File: src/rtl/secded_pkg.sv
package secded_pkg;

  typedef enum logic [1:0] {
    CLS_CLEAN = 2'd0,
    CLS_FIX   = 2'd1,
    CLS_PAR   = 2'd2,
    CLS_BAD   = 2'd3
  } err_cls_e;

  // Number of check bits needed so that 2^r covers data + checks + 1.
  function automatic int chk_width(input int dw);
    int res;
    res = 0;
    for (int r = 1; r < 16; r++) begin
      if (res == 0 && (1 << r) >= dw + r + 1) res = r;
    end
    return res;
  endfunction

  function automatic bit is_pow2(input int p);
    return (p > 0) && ((p & (p - 1)) == 0);
  endfunction

  // Hamming position of data bit k: the k-th position that is not a power of two.
  function automatic int data_pos(input int k);
    int res;
    int cnt;
    res = 0;
    cnt = 0;
    for (int p = 1; p < 64; p++) begin
      if (!is_pow2(p)) begin
        if (cnt == k) res = p;
        cnt++;
      end
    end
    return res;
  endfunction

  // Data bits that feed check bit i.
  function automatic logic [63:0] data_mask(input int i, input int dw);
    logic [63:0] m;
    m = '0;
    for (int k = 0; k < dw; k++) m[k] = ((data_pos(k) >> i) & 1) != 0;
    return m;
  endfunction

  // Code word positions (1..63) covered by syndrome bit i; bit 0 left clear.
  function automatic logic [63:0] pos_mask(input int i);
    logic [63:0] m;
    m = '0;
    for (int p = 1; p < 64; p++) m[p] = ((p >> i) & 1) != 0;
    return m;
  endfunction

endpackage

File: src/rtl/secded_enc.sv
module secded_enc
  import secded_pkg::*;
#(
  parameter  int DATA_W = 8,
  localparam int CHK_W  = chk_width(DATA_W),
  localparam int CODE_N = DATA_W + CHK_W
) (
  input  logic [DATA_W-1:0] data_i,
  output logic [CODE_N:0]   code_o
);

  logic [CODE_N:1] body;
  logic [CHK_W-1:0] chk;

  for (genvar k = 0; k < DATA_W; k++) begin : g_data
    localparam int P = data_pos(k);
    assign body[P] = data_i[k];
  end

  for (genvar i = 0; i < CHK_W; i++) begin : g_chk
    localparam logic [63:0] M = data_mask(i, DATA_W);
    assign chk[i]          = ^(data_i & M[DATA_W-1:0]);
    assign body[1 << i]    = chk[i];
  end

  assign code_o = {body, ^body};

endmodule

File: src/rtl/secded_syn.sv
module secded_syn
  import secded_pkg::*;
#(
  parameter  int DATA_W = 8,
  localparam int CHK_W  = chk_width(DATA_W),
  localparam int CODE_N = DATA_W + CHK_W
) (
  input  logic [CODE_N:0]  code_i,
  output logic [CHK_W-1:0] syn_o,
  output logic             par_fail_o
);

  // Each syndrome bit folds the stored check bit with its recomputed value.
  for (genvar i = 0; i < CHK_W; i++) begin : g_syn
    localparam logic [63:0] M = pos_mask(i);
    assign syn_o[i] = ^(code_i & M[CODE_N:0]);
  end

  assign par_fail_o = ^code_i;

endmodule

File: src/rtl/secded_fix.sv
module secded_fix
  import secded_pkg::*;
#(
  parameter  int DATA_W = 8,
  localparam int CHK_W  = chk_width(DATA_W),
  localparam int CODE_N = DATA_W + CHK_W
) (
  input  logic [CODE_N:0]   code_i,
  input  logic [CHK_W-1:0]  syn_i,
  input  logic              par_fail_i,
  output logic [DATA_W-1:0] data_o,
  output err_cls_e          cls_o
);

  logic [CODE_N:0] flip;
  logic [CODE_N:0] fixed;

  always_comb begin
    if (!par_fail_i) begin
      cls_o = (syn_i == '0) ? CLS_CLEAN : CLS_BAD;
    end else if (syn_i == '0) begin
      cls_o = CLS_PAR;
    end else if (int'(syn_i) <= CODE_N) begin
      cls_o = CLS_FIX;
    end else begin
      cls_o = CLS_BAD;
    end
  end

  always_comb begin
    flip = '0;
    if (cls_o == CLS_FIX) flip = {{CODE_N{1'b0}}, 1'b1} << syn_i;
  end

  assign fixed = code_i ^ flip;

  for (genvar k = 0; k < DATA_W; k++) begin : g_ext
    localparam int P = data_pos(k);
    assign data_o[k] = fixed[P];
  end

endmodule

File: src/rtl/secded_codec.sv
module secded_codec
  import secded_pkg::*;
#(
  parameter  int DATA_W = 8,
  localparam int CHK_W  = chk_width(DATA_W),
  localparam int CODE_N = DATA_W + CHK_W
) (
  input  logic              clk,
  input  logic              rst_n,
  input  logic [DATA_W-1:0] enc_data_i,
  output logic [CODE_N:0]   enc_code_o,
  input  logic              dec_valid_i,
  input  logic [CODE_N:0]   dec_code_i,
  output logic              dec_valid_o,
  output logic [DATA_W-1:0] dec_data_o,
  output logic              dec_fixed_o,
  output logic              dec_fatal_o
);

  logic [CHK_W-1:0]  syn;
  logic              par_fail;
  logic [DATA_W-1:0] fix_data;
  err_cls_e          cls;

  logic              valid_d, valid_q;
  logic [DATA_W-1:0] data_d, data_q;
  logic              fixed_d, fixed_q;
  logic              fatal_d, fatal_q;

  secded_enc #(.DATA_W(DATA_W)) u_enc (
    .data_i (enc_data_i),
    .code_o (enc_code_o)
  );

  secded_syn #(.DATA_W(DATA_W)) u_syn (
    .code_i     (dec_code_i),
    .syn_o      (syn),
    .par_fail_o (par_fail)
  );

  secded_fix #(.DATA_W(DATA_W)) u_fix (
    .code_i     (dec_code_i),
    .syn_i      (syn),
    .par_fail_i (par_fail),
    .data_o     (fix_data),
    .cls_o      (cls)
  );

  // Next-state: result registers load only under the input strobe.
  always_comb begin
    valid_d = dec_valid_i;
    data_d  = data_q;
    fixed_d = fixed_q;
    fatal_d = fatal_q;
    if (dec_valid_i) begin
      data_d  = fix_data;
      fixed_d = (cls == CLS_FIX) || (cls == CLS_PAR);
      fatal_d = (cls == CLS_BAD);
    end
  end

  always_ff @(posedge clk or negedge rst_n) begin
    if (!rst_n) begin
      valid_q <= 1'b0;
      data_q  <= '0;
      fixed_q <= 1'b0;
      fatal_q <= 1'b0;
    end else begin
      valid_q <= valid_d;
      data_q  <= data_d;
      fixed_q <= fixed_d;
      fatal_q <= fatal_d;
    end
  end

  assign dec_valid_o = valid_q;
  assign dec_data_o  = data_q;
  assign dec_fixed_o = fixed_q;
  assign dec_fatal_o = fatal_q;

  AST_ENC_EVEN: assert property (@(posedge clk) disable iff (!rst_n)
    (^enc_code_o) == 1'b0);
  AST_CLEAN_NO_FLAG: assert property (@(posedge clk) disable iff (!rst_n)
    (dec_valid_i && syn == '0 && !par_fail) |=> (!dec_fixed_o && !dec_fatal_o));
  AST_PAR_ONLY_FIXED: assert property (@(posedge clk) disable iff (!rst_n)
    (dec_valid_i && syn == '0 && par_fail) |=> (dec_fixed_o && !dec_fatal_o));
  AST_DOUBLE_FATAL: assert property (@(posedge clk) disable iff (!rst_n)
    (dec_valid_i && syn != '0 && !par_fail) |=> (dec_fatal_o && !dec_fixed_o));
  AST_HIGH_SYN_FATAL: assert property (@(posedge clk) disable iff (!rst_n)
    (dec_valid_i && par_fail && int'(syn) > CODE_N) |=> dec_fatal_o);
  AST_FLAGS_EXCL: assert property (@(posedge clk) disable iff (!rst_n)
    !(dec_fixed_o && dec_fatal_o));
  AST_VALID_DELAY: assert property (@(posedge clk) disable iff (!rst_n)
    dec_valid_i |=> dec_valid_o);
  AST_VALID_IDLE: assert property (@(posedge clk) disable iff (!rst_n)
    !dec_valid_i |=> !dec_valid_o);
  AST_HOLD: assert property (@(posedge clk) disable iff (!rst_n)
    !dec_valid_i |=> ($stable(dec_data_o) && $stable(dec_fixed_o) && $stable(dec_fatal_o)));

endmodule

File: config.mk
export PLATFORM = sky130hd
export DESIGN_NAME = secded_codec
export DESIGN_NICKNAME = d
export VERILOG_FILES = /design/src/rtl/secded_pkg.sv /design/src/rtl/secded_enc.sv /design/src/rtl/secded_syn.sv /design/src/rtl/secded_fix.sv /design/src/rtl/secded_codec.sv
export SDC_FILE = /design/constraint.sdc
export NUM_CORES = 1
export LEC_CHECK = 0
export ABC_AREA = 1
export ABC_CLOCK_PERIOD_IN_PS = 950
export BUFFER_PORTS_ARGS = -buffer_cell sky130_fd_sc_hd__buf_2
export CAP_MARGIN = 10
export CORE_ASPECT_RATIO = 0.6
export CORE_MARGIN = 2
export CORE_UTILIZATION = 48
export DETAILED_ROUTE_END_ITERATION = 10
export GPL_TIMING_DRIVEN = 1
export PLACE_DENSITY = 0.73
export REMOVE_ABC_BUFFERS = 1
export SLEW_MARGIN = 30
export SYNTH_ARGS = -nofsm -noshare
export SYNTH_HDL_FRONTEND = slang
export SYNTH_SLANG_ARGS = --single-unit
File: constraint.sdc
create_clock -name clk -period 0.95 [get_ports clk]
set_input_delay 0 -clock clk [delete_from_list [all_inputs] [get_ports clk]]
set_output_delay 0 -clock clk [all_outputs]
set_load 0.005 [all_outputs]
==> results.txt, run 1 <==
# rows: 15
CTS HTree Levels: 1
Synth Register Bits: 11
Initial Util: 50.4%
Average instance area after synthesis: 6.89 sq um
Num CTS Buffers: 3
Worst_ep grt: dec_data_o[4]$_DFFE_PN0P_/D
Outcome: stopped before the end
Detail Placement HPWL: 3.13 mm
Yosys warnings: 0
Gpl congestion: 0.869
Clock Sinks: 11
Root buf cell: clkbuf_8
Die Ht: 46.5 um
Pin count of the biggest net entering global routing: 12
Post-synthesis cell area: 1450 sq um
Port buffer count: 47
Placed Instance Area: 1940 sq um
Type of pin the worst path ends at: register data pin
Inst Count DP: 327
Synthesized instance count: 210
Distinct cells, synth: 26
Err: [ERROR DPL-0038] Utilization greater than 100%, impossible to legalize
Die Wd: 74.9 um
Last stage: 5_1_grt
Register area share after synthesis: 19.0%
Io pins: 48
CTS Buffer Depth: 2
[through the flow]
| stage | util (%) | setup WS, ns | TNS [ns] |
|---|---|---|---|
| after floorplan | - | -0.758 | -6.00 |
| after global placement | 67.7 | -0.942 | -8.50 |
| after detailed placement | 67.7 | -1.02 | -9.04 |
| after CTS | 89.4 | -0.589 | -5.23 |
[cell usage after synthesis (all sizes together)]
cell type,number,share of area (%)
nand2,93,32
nand3,29,12
inv,22,6.1
nor2,12,6.9
xnor2,12,7.3
buf,11,6.1
dfrtp,11,19
xor2,10,6.6
o21ai,5,1.7
ha,2,1.7
a21oi,1,0.61
clkbuf,1,0.26
nand4,1,0.43
[cells by family after synthesis]
logic type	after synthesis	synth area share, %
DFF	11	19.0
adders and majority gates	2	1.73
AOI/OAI and AO/OA	6	2.34
and+or+nand+nor	135	50.7
xor gates and xnor gates	22	13.8
buffers and inverters	34	12.4
[timing repair]
| item | in CTS |
|---|---|
| setup endpoints to repair | 11 |
| gates resized for setup | 89 |
| endpoints found under the hold margin | 11 |
| buffers inserted | 26 |
| pin swaps | 35 |
| hold buffers | 1 |
==> run 2: changes to the inputs <==
Settings changed: CORE_ASPECT_RATIO 0.6 to not set, CORE_UTILIZATION 48 to 33, PLACE_DENSITY 0.73 to not set, PLACE_DENSITY_LB_ADDON set to 0.15.
==> run 2 against run 1 <==
Net effect: the flow now finishes, with violations (negative setup slack); synthesized cell count is the same; area after synthesis is the same.
==> results.txt, run 2 <==
Vias in the first global route: 1658
CTS tree: done
DR top layer: met4
Routed wl met3: 167 um
Area grow syn2layout: 81.1%
Clock power share: 16.0%
Share of cells above drive strength 1: 68.9%
Diode count: 0
Worst Setup End Kind: register
Arrival time worst endpoint: 1.76 ns
Remaining DRCs: 0
Via count normalized by instance count: 4.54
Clock Sinks: 11 (unchanged)
Max Fclk: 636 MHz
Post-synth EDFFs: 0 (unchanged)
Worst Hold Class: in2reg
Root buf cell: clkbuf_8
Comb pwr share: 64.8%
Register area share after synthesis: 19.0% (unchanged)
Clock latency on the worst-skew pair: 0.24 ns
Post-synthesis mux area share: 0% (unchanged)
Simple-Gate Fraction of Synth Area: 50.7% (unchanged)
Drt pass-1 iters: 4
Most common library cells after synthesis: nand2_1 (63), nand3_1 (26), nand2_2 (23)
Port buffer count: 47 (unchanged)
CTS HTree Levels: 1 (unchanged)
CP Class: in2reg
Worst setup SP type: input port
Initial antenna violation count: 0
Ranking of synthesized cells by area: dfrtp_1 (19%), nand2_1 (16%), nand2_2 (9.9%)
Sequential Power Share: 19.2%
Routed wire length: 4.20 mm
Die Wd: 70.2 um (-6.2%)
# rows: 24 (+9)
Core box area: 4290 sq um
Outcome: finished with violations
Die Ht: 70.2 um (+51%)
Num CTS Buffers: 3 (unchanged)
Die area: 4930 sq um
Pleak: 1.37 nW
Average instance area after synthesis: 6.89 sq um (unchanged)
Final Util: 61.0%
DR WL/cell: 11.6 um
Distinct cells, synth: 26 (unchanged)
Endpoints failing hold: 0
Met1 WL: 1.73 mm
Yosys warnings: 0 (unchanged)
Max-cap violations: 0
Post-synth top area share: 19.0% (unchanged)
Adder-Cell Fraction of Synth Area: 1.73% (unchanged)
Clock skew: 0 ns
Detail Placement HPWL: 2.94 mm (-6.1%)
Fin crit period: 1.57 ns
Met2 WL: 2.26 mm
Final Max Slew Viols: 0
Post-synthesis cell area: 1450 sq um (unchanged)
CTS Buffer Depth: 2 (unchanged)
Synthesized instance count: 210 (unchanged)
Sw Share: 39.8%
Worst Path Required: 1.13 ns
Internal cell power: 1.78 mW
Pin count of the biggest net entering global routing: 12
Synth Register Bits: 11 (unchanged)
Most frequent cell after synthesis: nand2_1
Failing checks: negative setup slack
Fin nets: 336
Final ANT Viol Nets: 0
Post-synth top flop: dfrtp_1
Grt total ovfl: 0
Fraction of registers with async set/reset: 100% (unchanged)
Commonest cells after routing, fill and taps aside: buf_4 (54), nand2_1 (41), buf_2 (37)
Slew headroom: 79.2%
RSZ-0062 raised after global routing: true
Max reg flops: 8
PnR worst setup slack: -0.622 ns
Largest family of logic cells by synthesized area: simple AND/OR/NAND/NOR gates
Io pins: 48 (unchanged)
Worst Tran Pin Value: 0.312 ns
Gpl congestion: 0.811 (-6.7%)
Leading area contributor after synthesis: dfrtp_1
Xor and xnor area share after synthesis: 13.8% (unchanged)
CTS clk-pin slew, worst paths: 0.05 ns
Final period util: 166%
All-Layer GR Usage: 17.7%
Final setup violation count: 10
Commonest non-fill, non-tap cell in the layout: buf_4
Via count: 1638
Compound-cell area share of the yosys netlist: 2.34% (unchanged)
Global-route wire length before repair: 7.10 mm
Worst VDD drop: 0.000511 V
WHS: 0.0907 ns
Drt initial violations: 56
Initial Util: 33.7% (-17 points)
Pwr Density: 1130 nW/um^2
Switching pwr: 1.17 mW
Crit Path Max Fanout: 7
-- run 2: cell counts after synthesis --
No cell type changed its count.
-- run 2: worst max-delay path, stage by stage --
cell and delay (ns):
buf_12 0.12, xor2_4 0.18, buf_6 0.12, nand3_4 0.08, nand2_4 0.07, nor2_8 0.13, nor2_4 0.04, nor2_4 0.11
nand2_2 0.06, o21ai_2 0.08, ha_4 0.17, buf_6 0.11, nand2_4 0.06, nor2_4 0.13, nand2_1 0.07, nand2_1 0.08
nand3_2 0.06, nand2_1 0.06
-- run 2: cells by family after synthesis --
kind of cell	after synthesis
and+or+nand+nor	135
xor gates and xnor gates	22
DFF	11
buffers and inverters	34
AOI/OAI and AO/OA	6
adders and majority gates	2
-- run 2: repair_timing --
action	CTS	global route
pin swaps	40	37
endpoints found under the setup margin	12	12
buffers inserted	17	4
endpoints found under the hold margin	11	0
hold buffers	1	0
resized for setup	80	37
-- run 2: metrics by stage --
stage	setup TNS [ns]	power, mW	std cells	setup WS (ns)	instance area, sq um
2_1_floorplan	-6.00	1.35	198	-0.758	1360
3_3_place_gp	-8.85	1.93	335	-1.01	1940
3_5_place_dp	-9.24	1.93	335	-1.06	1940
4_1_cts	-5.12	2.79	357	-0.613	2440
5_1_grt	-6.54	3.17	361	-0.734	2620
6_report	-5.34	2.95	361	-0.622	2620
-- run 2: routing by layer --
layer / vias up / track usage, %
li1: 842 / -
met1: 746 / 20.3
met2: 44 / 32.6
met3: 6 / 3.46
met4: 0 / 5.56
met5: - / 0
-- run 2: power groups by stage --
| stage | Clock (mW) | Sequential (mW) | Combinational (mW) |
|---|---|---|---|
| final | 0.473 | 0.566 | 1.91 |
| after global routing | 0.506 | 0.575 | 2.09 |
| after CTS | 0.488 | 0.565 | 1.73 |
| after detailed placement | 0 | 0.570 | 1.36 |
| after global placement | 0 | 0.573 | 1.36 |
| after floorplan | 0 | 0.582 | 0.767 |
-- run 2: final timing paths --
| kind | slack (ns) | startpoint | cells after the start | to |
|---|---|---|---|---|
| setup / recovery | -0.62 | dec_code_i[3] | 18 | dec_data_o[1]$_DFFE_PN0P_ |
| hold / removal | 0.09 | dec_code_i[10] | 4 | dec_data_o[5]$_DFFE_PN0P_ |
| setup reg to reg | 0.32 | dec_fixed_o$_DFFE_PN0P_ | 2 | dec_fixed_o$_DFFE_PN0P_ |
| hold reg to reg | 0.47 | dec_fatal_o$_DFFE_PN0P_ | 2 | dec_fatal_o$_DFFE_PN0P_ |
| max in group asynchronous | 0.59 | rst_n | 2 | dec_data_o[2]$_DFFE_PN0P_ |
| min in group asynchronous | 0.16 | rst_n | 2 | dec_data_o[0]$_DFFE_PN0P_ |
-- run 2: final cells by class --
type                       count  area [sq um]
clock buffer                   4          45.0
fill                         375          1670
multi-input combinational    165          1340
timing repair buffer         107           795
tap                           52          65.1
inverter                      22           103
sequential                    11           275
(Power assumes the default switching activity.)
==> run 3: changes to the inputs <==
Settings changed: SYNTH_HIERARCHICAL set to 1.
==> run 3 against run 2 <==
Net effect: the run still ends with negative setup slack left; clock skew stayed put; combinational power shrank 9.9%; flip-flop and latch count is the same; final area decreased by 12%; routed wire length shrank 16%; first-iteration DRC count down 63%; register-to-register slack better by 0.02 ns; synthesized cell count grew 4.8%; maximum frequency increased by 18%; power shrank 6.3%; die area decreased by 8.7%; largest power group unchanged.
==> results.txt, run 3 <==
All-Layer GR Usage: 16.2% (-1.5 points)
Placed Instance Area: 1720 sq um (-12%)
Num CTS Buffers: 3 (unchanged)
Routed wire length: 3.53 mm (-16%)
Fin crit period: 1.34 ns (-0.236 ns)
Via count: 1560 (-4.8%)
Register area share after synthesis: 21.0% (+1.9 points)
Crit Path Max Fanout: 5 (-2)
Port buffer count: 47 (unchanged)
Die Ht: 67.1 um (-4.5%)
CTS tree: done
Root buf cell: clkbuf_8
RSZ-0062 raised after global routing: true
Final period util: 141% (-25 points)
PnR worst setup slack: -0.387 ns (+0.236 ns)
Average instance area after synthesis: 5.97 sq um (-13%)
Failing checks: negative setup slack
Slew headroom: 83.8% (+4.6 points)
Fraction of registers with async set/reset: 100% (unchanged)
Design Area, Final: 2300 sq um (-12%)
Most numerous cell on the critical path: nand2_1
Post-synth EDFFs: 0 (unchanged)
Fin nets: 322 (-4.2%)
Max Fclk: 748 MHz (+18%)
Worst setup SP type: input port
Post-synth top flop: dfrtp_1
Leading area contributor after synthesis: nand2_1
Critical R2R Launch: dec_data_o[1]$_DFFE_PN0P_
Final ANT Viol Nets: 0 (unchanged)
Die area: 4500 sq um (-8.7%)
Initial antenna violation count: 0 (unchanged)
Diode count: 0 (unchanged)
Commonest non-fill, non-tap cell in the layout: nand2_1
Crit path max-delay family: XOR/XNOR gates
Pin count of the biggest net entering global routing: 13 (+1)
DR WL/cell: 10.2 um (-12%)
Worst Tran Pin Value: 0.243 ns (-0.0690 ns)
Grt total ovfl: 0 (unchanged)
Pwr Density: 1200 nW/um^2 (+6.8%)
Share of cells above drive strength 1: 54.7% (-14 points)
Via count normalized by instance count: 4.53 (about the same)
Worst path bufs/invs: 2 (-1)
Clock latency on the worst-skew pair: 0.23 ns (about the same)
CP Class: in2reg
Max reg flops: 8 (unchanged)
Die Wd: 67.1 um (-4.5%)
Io pins: 48 (unchanged)
Worst Path Required: 1.07 ns (-0.06 ns)
Critical path depth: 10 (-8)
CP endpoint: dec_data_o[1]$_DFFE_PN0P_
# rows: 22 (-8.3%)
Arrival time worst endpoint: 1.46 ns (-0.30 ns)
RR Endpoint: dec_data_o[1]$_DFFE_PN0P_
Final Util: 61.4% (+0.42 points)
Maximum single-stage delay on the critical path: 0.23 ns (+0.05 ns)
Worst path slowest cell: xor2_1
Detail Placement HPWL: 2.55 mm (-14%)
Distinct cells, synth: 20 (-23%)
Final Max Slew Viols: 0 (unchanged)
Core box area: 3740 sq um (-13%)
Gpl congestion: 0.814 (+0.39%)
Most frequent cell after synthesis: nand2_1
Worst Setup End Kind: register
Vias in the first global route: 1467 (-12%)
Drt pass-1 iters: 4 (unchanged)
Area grow syn2layout: 75.2%
R2R setup slack: 0.34 ns (+0.02 ns)
Yosys warnings: 6 (+6)
Remaining DRCs: 0 (unchanged)
Critical path, cell by cell: buf_12, xnor2_4, xor2_1, xor2_1, buf_4, nand4_1, o21bai_1, nand2_1, nand2_1, nand2_1
Final setup violation count: 10 (unchanged)
Ranking of synthesized cells by area: nand2_1 (29%), dfrtp_1 (21%), xor2_1 (11%)
Drt initial violations: 21 (-63%)
Initial Util: 35.1% (+1.4 points)
Critical path startpoint: dec_code_i[5]
CTS HTree Levels: 1 (unchanged)
Post-synth top area share: 28.6% (+9.6 points)
Pleak: 1.25 nW (-9.3%)
Worst Hold Class: in2reg
Commonest cells after routing, fill and taps aside: nand2_1 (79), buf_2 (36), buf_4 (28)
Endpoints failing hold: 0 (unchanged)
Clock Sinks: 11 (unchanged)
CTS Buffer Depth: 2 (unchanged)
Outcome: finished with violations
Post-synthesis cell area: 1310 sq um (-9.3%)
Synthesized instance count: 220 (+4.8%)
Most common library cells after synthesis: nand2_1 (100), nand3_1 (27), inv_1 (23)
Global-route wire length before repair: 5.75 mm (-19%)
Synth Register Bits: 11 (unchanged)
Worst VDD drop: 0.000523 V (+2.4%)
Max-cap violations: 0 (unchanged)
CTS clk-pin slew, worst paths: 0.05 ns (about the same)
Clock skew: 0 ns (unchanged)
R2R depth: 2 (unchanged)
Total power: 2.76 mW (-6.3%)
==> run 3: layout make-up <==
type	instances	area [sq um]
Multi-Input combinational cell	174	1200
Tap cell	48	60.1
Inverter	26	105
Fill cell	356	1440
Clock buffer	4	45.0
Timing Repair Buffer	81	614
Sequential cell	11	275
==> run 3: through the flow <==
step           worst slack [ns]  cells  TNS [ns]  hold slack (ns)
6_report                 -0.387    344     -3.18           0.0114
5_1_grt                  -0.498    344     -4.20           0.0204
4_1_cts                  -0.365    339     -2.76           0.0109
3_5_place_dp             -0.776    330     -6.70           -0.120
3_3_place_gp             -0.766    330     -6.62           -0.123
2_1_floorplan            -0.479    211     -2.78           -0.296
==> run 3: what timing repair did <==
action | 4_1_cts | 5_1_grt
buffers inserted | 5 | 6
endpoints found under the hold margin | 11 | 0
endpoints found under the setup margin | 10 | 11
pin swaps | 38 | 32
hold buffers | 1 | 0
gates resized for setup | 82 | 41
==> run 3: cells by family (layout without fill, tap and decap cells) <==
logic type                 Yosys count  count (layout)  share of synthesized area (%)
AOI/OAI and AO/OA                    3               3                           1.52
xor gates and xnor gates            24              24                           16.6
buffers and inverters               35             111                           12.9
and+or+nand+nor                    146             146                           47.1
adders and majority gates            1               1                          0.953
DFF                                 11              11                           21.0
==> run 3: report_power, final <==
part,internal [mW],switching [mW],total [mW]
sequential,0.545,0.0360,0.581
clock,0.294,0.169,0.463
combinational,0.840,0.879,1.72
total,1.68,1.08,2.76
==> run 3: how the worst min path moves through the flow <==
stage,slack [ns],cells after the start,to,startpoint
3_3_place_gp,-0.12,1,dec_data_o[1]$_DFFE_PN0P_,rst_n
3_5_place_dp,-0.12,1,dec_valid_o$_DFF_PN0_,rst_n
6_report,0.01,1,dec_valid_o$_DFF_PN0_,dec_valid_i
5_1_grt,0.02,1,dec_valid_o$_DFF_PN0_,dec_valid_i
4_1_cts,0.01,1,dec_valid_o$_DFF_PN0_,dec_valid_i
2_1_floorplan,-0.30,0,dec_data_o[0]$_DFFE_PN0P_,rst_n
==> run 3: metal layers <==
layer	global-route usage [%]	up-vias	routed length (um)
li1	-	818	-
met1	18.9	705	1540
met2	30.7	35	1820
met3	2.87	2	155
met4	2.30	0	10
met5	0	-	0
